### config.mk
export PLATFORM = sky130hd
export DESIGN_NAME = mirror_scrub_seq
export DESIGN_NICKNAME = d
export VERILOG_FILES = /design/src/rtl/mscr_pkg.sv /design/src/rtl/mscr_phase_seq.sv /design/src/rtl/mscr_ctl_decode.sv /design/src/rtl/mscr_hold_reg.sv /design/src/rtl/mscr_addr_ctr.sv /design/src/rtl/mscr_err_trap.sv /design/src/rtl/mirror_scrub_seq.sv
export SDC_FILE = /design/constraint.sdc
export NUM_CORES = 1
export LEC_CHECK = 0
export BUFFER_PORTS_ARGS = -buffer_cell sky130_fd_sc_hd__buf_2
export CAP_MARGIN = 10
export CORE_ASPECT_RATIO = 1.5
export CORE_UTILIZATION = 35
export DETAILED_ROUTE_END_ITERATION = 10
export HOLD_SLACK_MARGIN = 0.08
export PLACE_DENSITY_LB_ADDON = 0.05
export RECOVER_POWER = 50
export SYNTH_ARGS = -nofsm -noshare
export SYNTH_HDL_FRONTEND = slang
export SYNTH_SLANG_ARGS = --single-unit
### constraint.sdc
create_clock -name clk -period 2.1 [get_ports clk]
set_clock_uncertainty 0.2 [all_clocks]
set_input_delay 0.21 -clock clk [delete_from_list [all_inputs] [get_ports clk]]
set_output_delay 0.21 -clock clk [all_outputs]
set_load 0.005 [all_outputs]
### src/rtl/mscr_pkg.sv
package mscr_pkg;

    localparam int PHASE_W   = 3;
    localparam int PHASE_CNT = 1 << PHASE_W;

    typedef enum logic [PHASE_W-1:0] {
        PH_RD_B0  = 3'd0,
        PH_RD_B1  = 3'd1,
        PH_RD_A0  = 3'd2,
        PH_RD_A1  = 3'd3,
        PH_DRV_H0 = 3'd4,
        PH_DRV_H1 = 3'd5,
        PH_ADV    = 3'd6,
        PH_IDLE   = 3'd7
    } phase_e;

    typedef struct packed {
        logic rd_a;
        logic rd_b;
        logic wr_a;
        logic wr_b;
        logic cap;
        logic drv;
        logic adv;
        logic cmp;
    } ctl_t;

endpackage

### src/rtl/mscr_phase_seq.sv
module mscr_phase_seq
    import mscr_pkg::*;
(
    input  logic   clk,
    input  logic   rst_n,
    output phase_e phase_o
);

    typedef struct packed {
        phase_e phase;
    } seq_t;

    seq_t st_d, st_q;

    always_comb begin
        st_d = st_q;
        st_d.phase = phase_e'(st_q.phase + 1'b1);
    end

    always_ff @(posedge clk or negedge rst_n) begin
        if (!rst_n) begin
            st_q.phase <= PH_RD_B0;
        end else begin
            st_q <= st_d;
        end
    end

    assign phase_o = st_q.phase;

endmodule

### src/rtl/mscr_ctl_decode.sv
module mscr_ctl_decode
    import mscr_pkg::*;
(
    input  phase_e phase_i,
    output ctl_t   ctl_o
);

    always_comb begin
        ctl_o = '0;
        unique case (phase_i)
            PH_RD_B0:  ctl_o.rd_b = 1'b1;
            PH_RD_B1: begin
                ctl_o.rd_b = 1'b1;
                ctl_o.cap  = 1'b1;
            end
            PH_RD_A0:  ctl_o.rd_a = 1'b1;
            PH_RD_A1: begin
                ctl_o.rd_a = 1'b1;
                ctl_o.wr_b = 1'b1;
                ctl_o.cmp  = 1'b1;
            end
            PH_DRV_H0: ctl_o.drv = 1'b1;
            PH_DRV_H1: begin
                ctl_o.drv  = 1'b1;
                ctl_o.wr_a = 1'b1;
            end
            PH_ADV:    ctl_o.adv = 1'b1;
            PH_IDLE:   ctl_o = '0;
            default:   ctl_o = '0;
        endcase
    end

endmodule

### src/rtl/mscr_hold_reg.sv
module mscr_hold_reg (
    input  logic clk,
    input  logic rst_n,
    input  logic cap_i,
    input  logic bus_i,
    output logic hold_o
);

    typedef struct packed {
        logic bit_v;
    } hold_t;

    hold_t st_d, st_q;

    always_comb begin
        st_d = st_q;
        if (cap_i) begin
            st_d.bit_v = bus_i;
        end
    end

    always_ff @(posedge clk or negedge rst_n) begin
        if (!rst_n) begin
            st_q <= '0;
        end else begin
            st_q <= st_d;
        end
    end

    assign hold_o = st_q.bit_v;

endmodule

### src/rtl/mscr_addr_ctr.sv
module mscr_addr_ctr #(
    parameter int ADDR_W = 8
) (
    input  logic              clk,
    input  logic              rst_n,
    input  logic              adv_i,
    output logic [ADDR_W-1:0] addr_o
);

    localparam logic [ADDR_W-1:0] ONE = ADDR_W'(1);

    typedef struct packed {
        logic [ADDR_W-1:0] addr;
    } ctr_t;

    ctr_t st_d, st_q;

    always_comb begin
        st_d = st_q;
        if (adv_i) begin
            st_d.addr = st_q.addr + ONE;
        end
    end

    always_ff @(posedge clk or negedge rst_n) begin
        if (!rst_n) begin
            st_q <= '0;
        end else begin
            st_q <= st_d;
        end
    end

    assign addr_o = st_q.addr;

endmodule

### src/rtl/mscr_err_trap.sv
module mscr_err_trap #(
    parameter int ADDR_W = 8
) (
    input  logic              clk,
    input  logic              rst_n,
    input  logic              cmp_i,
    input  logic              bus_i,
    input  logic              hold_i,
    input  logic [ADDR_W-1:0] addr_i,
    output logic              err_o,
    output logic [ADDR_W-1:0] err_addr_o
);

    typedef struct packed {
        logic              flag;
        logic [ADDR_W-1:0] where;
    } trap_t;

    trap_t st_d, st_q;
    logic  miss;

    always_comb begin
        miss = cmp_i && (bus_i != hold_i);
        st_d = st_q;
        if (miss && !st_q.flag) begin
            st_d.flag  = 1'b1;
            st_d.where = addr_i;
        end
    end

    always_ff @(posedge clk or negedge rst_n) begin
        if (!rst_n) begin
            st_q <= '0;
        end else begin
            st_q <= st_d;
        end
    end

    assign err_o      = st_q.flag;
    assign err_addr_o = st_q.where;

endmodule

### src/rtl/mirror_scrub_seq.sv
module mirror_scrub_seq
    import mscr_pkg::*;
#(
    parameter int ADDR_W = 8
) (
    input  logic              clk,
    input  logic              rst_n,
    input  logic              bus_i,
    output logic              rd_en_a,
    output logic              rd_en_b,
    output logic              wr_en_a,
    output logic              wr_en_b,
    output logic              hold_cap,
    output logic              hold_drv,
    output logic              hold_bit,
    output logic              adv_addr,
    output logic [ADDR_W-1:0] addr,
    output logic              cmp_stb,
    output logic              err,
    output logic [ADDR_W-1:0] err_addr
);

    phase_e phase;
    ctl_t   ctl;

    mscr_phase_seq u_seq (
        .clk     (clk),
        .rst_n   (rst_n),
        .phase_o (phase)
    );

    mscr_ctl_decode u_dec (
        .phase_i (phase),
        .ctl_o   (ctl)
    );

    mscr_hold_reg u_hold (
        .clk    (clk),
        .rst_n  (rst_n),
        .cap_i  (ctl.cap),
        .bus_i  (bus_i),
        .hold_o (hold_bit)
    );

    mscr_addr_ctr #(.ADDR_W(ADDR_W)) u_ctr (
        .clk    (clk),
        .rst_n  (rst_n),
        .adv_i  (ctl.adv),
        .addr_o (addr)
    );

    mscr_err_trap #(.ADDR_W(ADDR_W)) u_trap (
        .clk        (clk),
        .rst_n      (rst_n),
        .cmp_i      (ctl.cmp),
        .bus_i      (bus_i),
        .hold_i     (hold_bit),
        .addr_i     (addr),
        .err_o      (err),
        .err_addr_o (err_addr)
    );

    assign rd_en_a  = ctl.rd_a;
    assign rd_en_b  = ctl.rd_b;
    assign wr_en_a  = ctl.wr_a;
    assign wr_en_b  = ctl.wr_b;
    assign hold_cap = ctl.cap;
    assign hold_drv = ctl.drv;
    assign adv_addr = ctl.adv;
    assign cmp_stb  = ctl.cmp;

endmodule

==> metrics.log, run 1 <==
[metrics] result of the run: finished, violations left
[metrics] violated checks: design-rule violations
[metrics] count of distinct cell types in the synthesized netlist: 18
[metrics] y dimension of the die: 64.6 µm
[metrics] number of rows in the core area: 22
[metrics] critical path's slowest cell: dfrtp_1
[metrics] commonest non-fill, non-tap cells in the layout: buf_2, dfrtp_1, mux2_2, xnor2_1, ha_1
[metrics] area growth from synthesis to layout: 22.1%
[metrics] global route total overflow: 0
[metrics] vias in the first global route: 620
[metrics] Resized Gates After CTS: 0
[metrics] number of standard cells after synthesis: 68
[metrics] library cell occupying the most area in the post-synthesis netlist: dfrtp_1
[metrics] maximum buffer depth of the clock tree: 2
[metrics] share of the cycle needed by the critical path after routing: 0.877
[metrics] Final Routed Wirelength: 1700 µm
[metrics] residual DRC count: 2
[metrics] endpoints failing hold: 0
[metrics] area of the die: 0.00282 mm²
[metrics] leading cell types by total area after synthesis: dfrtp_1, mux2_2, ha_1
[metrics] initial antenna violation count: 0
[metrics] maximum vdd ir drop: 0.277 mV
[metrics] clock group share of total power: 0.291
[metrics] class of the most critical hold timing path: flip-flop to flip-flop
[metrics] Synthesis Warnings: 0
[metrics] number of buffers inserted by port buffering: 28
[metrics] clk sinks: 21
[metrics] Worst Max-Slew Pin Slew: 1.15 ns
[metrics] final number of setup-violating endpoints: 0
[metrics] post-CTS clock slew at the launch and capture registers of the worst setup and hold paths: 0.12 ns
[metrics] per-instance average area after synthesis: 13.4 µm²
[metrics] Leak Pwr: 0.609 nW
[metrics] power density of the placed cells: 600 mW/mm²
[metrics] 1st-pass router iterations: 6
[metrics] endpoint with the worst hold slack: u_seq.phase_o[0]
[metrics] Max-cap violations: 0
[metrics] post-detailed-route wirelength per cell: 13.7 µm
[metrics] commonest non-fill, non-tap cell in the layout: buf_2
[metrics] layout filler cell count: 239
[metrics] number of DRC violations after detailed-routing iteration 0: 8
[metrics] largest stage delay on the critical path: 0.42 ns
[metrics] worst path cell trace: inv_1 -> ha_1 -> and2_1 -> buf_2
[metrics] Num CTS Buffers: 3
[metrics] global-route usage over all layers: 0.139
[metrics] H-tree lvl count: 1
[metrics] global-route wire length before repair: 2930 µm
[metrics] Psw: 0.153 mW
[metrics] source-to-sink clock delay at the later pin of the worst-skew pair: 0.30 ns
[metrics] crit path max fanout: 5
[metrics] multi-input combinational cell area: 362 µm²
[metrics] Post-CTS Setup Bufs: 0
[metrics] vias post-DR: 622
[metrics] effective utilization at floorplan: 0.373
[metrics] max-slew violations: 0
[metrics] total negative slack: 0 ns
[metrics] arrival time at the worst endpoint: 1.43 ns
[metrics] post-layout minimum cycle time: 1.84 ns
[metrics] sequential group share of total power: 0.642
[metrics] worst slew margin relative to its limit: 0.231
[metrics] f_max: 543 MHz
[metrics] number of cells on the worst hold path: 1
[metrics] Switching Share: 0.229
[metrics] portion of the post-synthesis area used by sequential elements: 0.575
[metrics] cell area after synthesis: 913 µm²
[metrics] reg-to-reg slack, setup: 0.36 ns
[metrics] startpoint type of the worst setup path: flip-flop
[metrics] per-cell via count in the routed design: 5.02
[metrics] number of antenna diodes: 0
[metrics] maximum number of pins on one net before global-route repair: 22
[metrics] placeable core region: 0.00245 mm²
[metrics] relative contribution of combinational cells to total power: 0.067
[metrics] worst setup path category: flip-flop to output port
[metrics] Reg-to-Reg End: u_trap.err_addr_o[1]
[metrics] hpwl dp: 1250 µm
[metrics] Critical Path Sink Type: output port
[metrics] Post-layout nets: 110
[metrics] overall die width: 43.7 µm
[metrics] number of cell instances on the worst register-to-register path: 4
[metrics] worst min-delay path startpoint: u_seq.phase_o[0]
[metrics] unrepaired setup endpoints after global routing: no
[metrics] final weighted congestion in routability-driven placement: 0.664
[metrics] internal power: 0.516 mW
[metrics] Worst R2R Start: u_seq.phase_o[0]
[metrics] layout cell share with drive strength beyond 1: 0.390
[metrics] IO Pins: 29
[metrics] Reg area: 526 µm²
[metrics] area fraction of the dominant cell type after synthesis: 0.575
[metrics] number of nets with antenna violations after routing: 0
[metrics] clk root buf: clkbuf_4
[metrics] required time worst endpoint: 1.69 ns
[metrics] TritonCTS clock tree: built
[metrics] fin util: 0.455
[metrics] number of nets in the synthesized netlist: 77
[metrics] number of synthesized register bits: 21
synthesized netlist by cell type:
| cell type | number |
|---|---|
| buf_4 | 1 |
| and2_1 | 2 |
| nand2_1 | 2 |
| dfrtp_1 | 21 |
| xnor2_1 | 6 |
| xor2_1 | 2 |
| or2b_1 | 1 |
| inv_1 | 4 |
| a21o_1 | 1 |
| mux2_2 | 10 |
| nand3b_2 | 1 |
| and4_1 | 1 |
| ha_1 | 6 |
| nor2b_1 | 1 |
| nand4_1 | 4 |
| clkbuf_1 | 1 |
| nor2_1 | 3 |
| and3_1 | 1 |
power groups by stage:
stage / registers [mW] / clock network (mW) / logic [mW]
after detailed placement: 0.437 / 0 / 0.0443
after floorplan: 0.437 / 0 / 0.0154
after global routing: 0.431 / 0.221 / 0.0501
final: 0.429 / 0.195 / 0.0449
after global placement: 0.437 / 0 / 0.0440
after CTS: 0.429 / 0.207 / 0.0474
worst max-delay path: cells and delay by family, from the launching register on:
kind	cells	cell delay, ns
AND/OR/NAND/NOR	1	0.26
flip-flops	1	0.42
adder cells (fa/ha/maj)	1	0.21
buffers and inverters	2	0.25
sequential cells by signal, indices dropped and copies added (netlist names):
register	flops
u_hold.hold_o	1
u_seq.phase_o	3
u_trap.err_addr_o	8
u_trap.err_o	1
u_ctr.addr_o	8
area by class of cell:
cell class                      count  area share
Sequential cell                    21       0.471
Multi-Input combinational cell     41       0.324
Timing Repair Buffer               30       0.139
Tap cell                           24      0.0269
Clock buffer                        3      0.0202
Inverter                            4      0.0135
Clock inverter                      1     0.00449
logic make-up (layout without fill, tap and decap cells):
logic type,after synthesis,in the layout,synth area share
flops,21,21,0.575
simple gates,16,16,0.105
mux,10,10,0.123
xor+xnor,8,8,0.0767
fa+ha+maj,6,6,0.0822
buf+inv,6,38,0.0288
compound gates,1,1,0.00822
worst max path at each step:
| stage | from | to | slack (ns) | depth (start not counted) |
|---|---|---|---|---|
| 2_1_floorplan | u_seq.phase_o[0] | u_trap.err_addr_o[0] | 0.45 | 4 |
| 3_3_place_gp | u_seq.phase_o[0] | u_trap.err_addr_o[2] | 0.39 | 4 |
| 3_5_place_dp | u_seq.phase_o[0] | u_trap.err_addr_o[6] | 0.34 | 4 |
| 4_1_cts | u_seq.phase_o[0] | adv_addr | 0.22 | 4 |
| 5_1_grt | u_seq.phase_o[0] | adv_addr | 0.13 | 4 |
| 6_report | u_seq.phase_o[0] | adv_addr | 0.26 | 4 |
routing by layer:
metal	up-vias	GRT usage	routed length [µm]
met5	-	0	0
met1	306	0.187	748
met2	19	0.215	860
met4	0	0.0703	17
li1	295	-	-
met3	2	0.0167	73
what timing repair did:
item,4_1_cts,5_1_grt
hold endpoints to repair,22,0
endpoints found under the setup margin,0,0
hold buffers,2,0
metrics by stage:
step	setup slack, ns	hold WS, ns	cell area [µm²]	total power [mW]	instances
CTS	0.216	0.193	1120	0.683	124
global route	0.128	0.335	1110	0.702	124
floorplan	0.445	-0.286	913	0.453	68
global placement	0.386	-0.0112	1070	0.481	118
detailed placement	0.342	-0.00657	1070	0.481	118
finish	0.257	0.306	1110	0.669	124
Note: power is estimated with default switching activity, not from simulation.
==> inputs of run 2 (changes only) <==
--- a/config.mk
+++ b/config.mk
@@ -15,4 +15,5 @@
 export RECOVER_POWER = 50
 export SYNTH_ARGS = -nofsm -noshare
 export SYNTH_HDL_FRONTEND = slang
+export SYNTH_HIERARCHICAL = 1
 export SYNTH_SLANG_ARGS = --single-unit
==> metrics.log, run 2 <==
[metrics] number of DRC violations after detailed-routing iteration 0: 3 (-5)
[metrics] number of rows in the core area: 22 (unchanged)
[metrics] vias in the first global route: 581 (-6.3%)
[metrics] final number of setup-violating endpoints: 0 (unchanged)
[metrics] Synth top cells by count: dfrtp_1, mux2_2, xor2_1
[metrics] max-slew violations: 0 (unchanged)
[metrics] worst path buffer plus inverter count: 1 (-1)
[metrics] source-to-sink clock delay at the later pin of the worst-skew pair: 0.29 ns (about the same)
[metrics] unrepaired setup endpoints after global routing: no
[metrics] global-route usage over all layers: 0.132 (-0.00659)
[metrics] required time worst endpoint: 2.09 ns (+0.40 ns)
[metrics] number of nets in the synthesized netlist: 68 (-12%)
[metrics] area growth from synthesis to layout: 23.8%
[metrics] area fraction of the dominant cell type after synthesis: 0.592 (+0.0170)
[metrics] Reg area: 526 µm² (unchanged)
[metrics] library cell occupying the most area in the post-synthesis netlist: dfrtp_1
[metrics] worst path cell trace: and3b_1 -> inv_1 -> nor3_4 -> mux2_2
[metrics] Leak Pwr: 0.627 nW (+2.9%)
[metrics] number of synthesized register bits: 21 (unchanged)
[metrics] global-route wire length before repair: 2720 µm (-7.1%)
[metrics] post-detailed-route wirelength per cell: 13.0 µm (-4.8%)
[metrics] 1st-pass router iterations: 3 (-3)
[metrics] worst setup path category: flip-flop to flip-flop
[metrics] Num CTS Buffers: 3 (unchanged)
[metrics] number of enable-type register cells in the synthesized netlist: 0 (unchanged)
[metrics] largest stage delay on the critical path: 0.46 ns (+0.04 ns)
[metrics] post-CTS clock slew at the launch and capture registers of the worst setup and hold paths: 0.11 ns (about the same)
[metrics] Post-CTS Setup Bufs: 0 (unchanged)
[metrics] most common flop cell mapped by yosys: dfrtp_1
[metrics] initial antenna violation count: 0 (unchanged)
[metrics] total negative slack: 0 ns (unchanged)
[metrics] per-cell via count in the routed design: 4.97 (-0.98%)
[metrics] result of the run: completed
[metrics] Final Instance Area: 0.00110 mm² (-1.5%)
[metrics] number of antenna diodes: 0 (unchanged)
[metrics] placeable core region: 0.00242 mm² (-1.1%)
[metrics] number of nets with antenna violations after routing: 0 (unchanged)
[metrics] hpwl dp: 1120 µm (-10%)
[metrics] maximum buffer depth of the clock tree: 2 (unchanged)
[metrics] vias post-DR: 601 (-3.4%)
[metrics] leading cell types by total area after synthesis: dfrtp_1, mux2_2, xor2_1
[metrics] Post-layout nets: 103 (-6.4%)
[metrics] maximum number of pins on one net before global-route repair: 22 (unchanged)
[metrics] number of standard cells after synthesis: 63 (-7.4%)
[metrics] global route total overflow: 0 (unchanged)
[metrics] per-instance average area after synthesis: 14.1 µm² (+4.8%)
[metrics] Hold Slack: 0.299 ns (-0.00712 ns)
[metrics] layout cell share with drive strength beyond 1: 0.423 (+0.0327)
[metrics] final weighted congestion in routability-driven placement: 0.650 (-2.2%)
[metrics] area of placed instances: 0.00106 mm² (-1.4%)
[metrics] area of the die: 0.00274 mm² (-2.8%)
[metrics] critical path's slowest cell: dfrtp_1
[metrics] class of the most critical hold timing path: flip-flop to flip-flop
[metrics] H-tree lvl count: 1 (unchanged)
[metrics] IO Pins: 29 (unchanged)
[metrics] cell type group with the largest total delay on the critical path: simple AND/OR/NAND/NOR gates
[metrics] crit path max fanout: 8 (+3)
[metrics] power density of the placed cells: 571 mW/mm² (-4.8%)
[metrics] commonest non-fill, non-tap cells in the layout: buf_2, dfrtp_1, mux2_2, clkbuf_1, xor2_1
[metrics] residual DRC count: 0 (-2)
[metrics] Synthesis Warnings: 6 (+6)
[metrics] effective utilization at floorplan: 0.366 (-0.00661)
[metrics] Worst Max-Slew Pin Slew: 1.11 ns (-0.0429 ns)
[metrics] y dimension of the die: 63.7 µm (-1.4%)
[metrics] most used standard cell by instance count after synthesis: dfrtp_1
[metrics] clk sinks: 21 (unchanged)
[metrics] f_max: 533 MHz (-1.8%)
[metrics] number of buffers inserted by port buffering: 28 (unchanged)
[metrics] TritonCTS clock tree: built
[metrics] clk root buf: clkbuf_4
[metrics] Max-cap violations: 0 (unchanged)
[metrics] cell area after synthesis: 887 µm² (-2.9%)
[metrics] portion of the post-synthesis area used by sequential elements: 0.592 (+0.0170)
[metrics] endpoints failing hold: 0 (unchanged)
[metrics] count of distinct cell types in the synthesized netlist: 18 (unchanged)
[metrics] share of the cycle needed by the critical path after routing: 0.894 (+0.0161)
[metrics] commonest non-fill, non-tap cell in the layout: buf_2
[metrics] overall die width: 43.1 µm (-1.4%)
[metrics] layout filler cell count: 253 (+5.9%)
[metrics] startpoint type of the worst setup path: flip-flop
[metrics] multi-input combinational cell area: 347 µm² (-4.2%)
[metrics] maximum vdd ir drop: 0.356 mV (+29%)
[metrics] post-layout minimum cycle time: 1.88 ns (+0.0339 ns)
[metrics] proportion of synthesized flip-flops having asynchronous set or reset: 1.00 (unchanged)
[metrics] arrival time at the worst endpoint: 1.87 ns (+0.44 ns)
[metrics] fin util: 0.454 (-0.00154)
[metrics] Critical Path Sink Type: flip-flop
[metrics] worst slew margin relative to its limit: 0.260 (+0.0286)
[metrics] overall power consumption: 0.627 mW (-6.1%)
[metrics] Final Routed Wirelength: 1580 µm (-7.1%)
run 2: where the power goes:
| part | leakage [nW] | switching (mW) | internal, mW | total [mW] |
|---|---|---|---|---|
| Clock | 0.0150 | 0.116 | 0.0739 | 0.190 |
| Sequential | 0.270 | 0.00294 | 0.409 | 0.412 |
| Combinational | 0.341 | 0.0140 | 0.0114 | 0.0254 |
run 2: final timing paths:
kind | depth (start not counted) | to | slack [ns] | from
hold / removal | 1 | u_ctr/addr_o[7] | 0.30 | u_ctr/addr_o[7]
max in group asynchronous | 2 | u_hold/hold_o | 0.61 | rst_n
hold reg to reg | 1 | u_ctr/addr_o[7] | 0.30 | u_ctr/addr_o[7]
setup / recovery | 4 | u_trap/err_addr_o[1] | 0.22 | u_seq/phase_o[1]
min in group asynchronous | 2 | u_ctr/addr_o[5] | 0.43 | rst_n
setup reg to reg | 4 | u_trap/err_addr_o[1] | 0.22 | u_seq/phase_o[1]
run 2: metrics by stage:
step	setup WS, ns	instances
floorplan	0.329	63
global placement	0.283	115
detailed placement	0.215	115
CTS	0.197	121
global route	0.0703	121
finish	0.224	121
run 2: logic make-up (layout without fill, tap and decap cells):
group,count (synthesis),after routing,synth area share
simple gates,17,17,0.134
flops,21,21,0.592
compound gates,1,1,0.00847
xor+xnor,9,9,0.0889
fa+ha+maj,2,2,0.0282
mux,10,10,0.131
buf+inv,3,37,0.0169
run 2: what timing repair did:
action / CTS / global route
setup endpoints to repair: 0 / 0
hold buffers: 2 / 0
gates resized for setup: 0 / 0
hold endpoints to repair: 23 / 0
run 2: cell type report:
type | instances | area share
Timing Repair Buffer | 31 | 0.148
Sequential cell | 21 | 0.478
Inverter | 2 | 0.00683
Multi-Input combinational cell | 39 | 0.315
Clock buffer | 4 | 0.0239
Tap cell | 24 | 0.0273
run 2: routing by layer:
metal / wire length (µm) / GRT usage
met1: 649 / 0.159
met2: 826 / 0.218
met3: 87 / 0.0229
met4: 16 / 0.0682
met5: 0 / 0
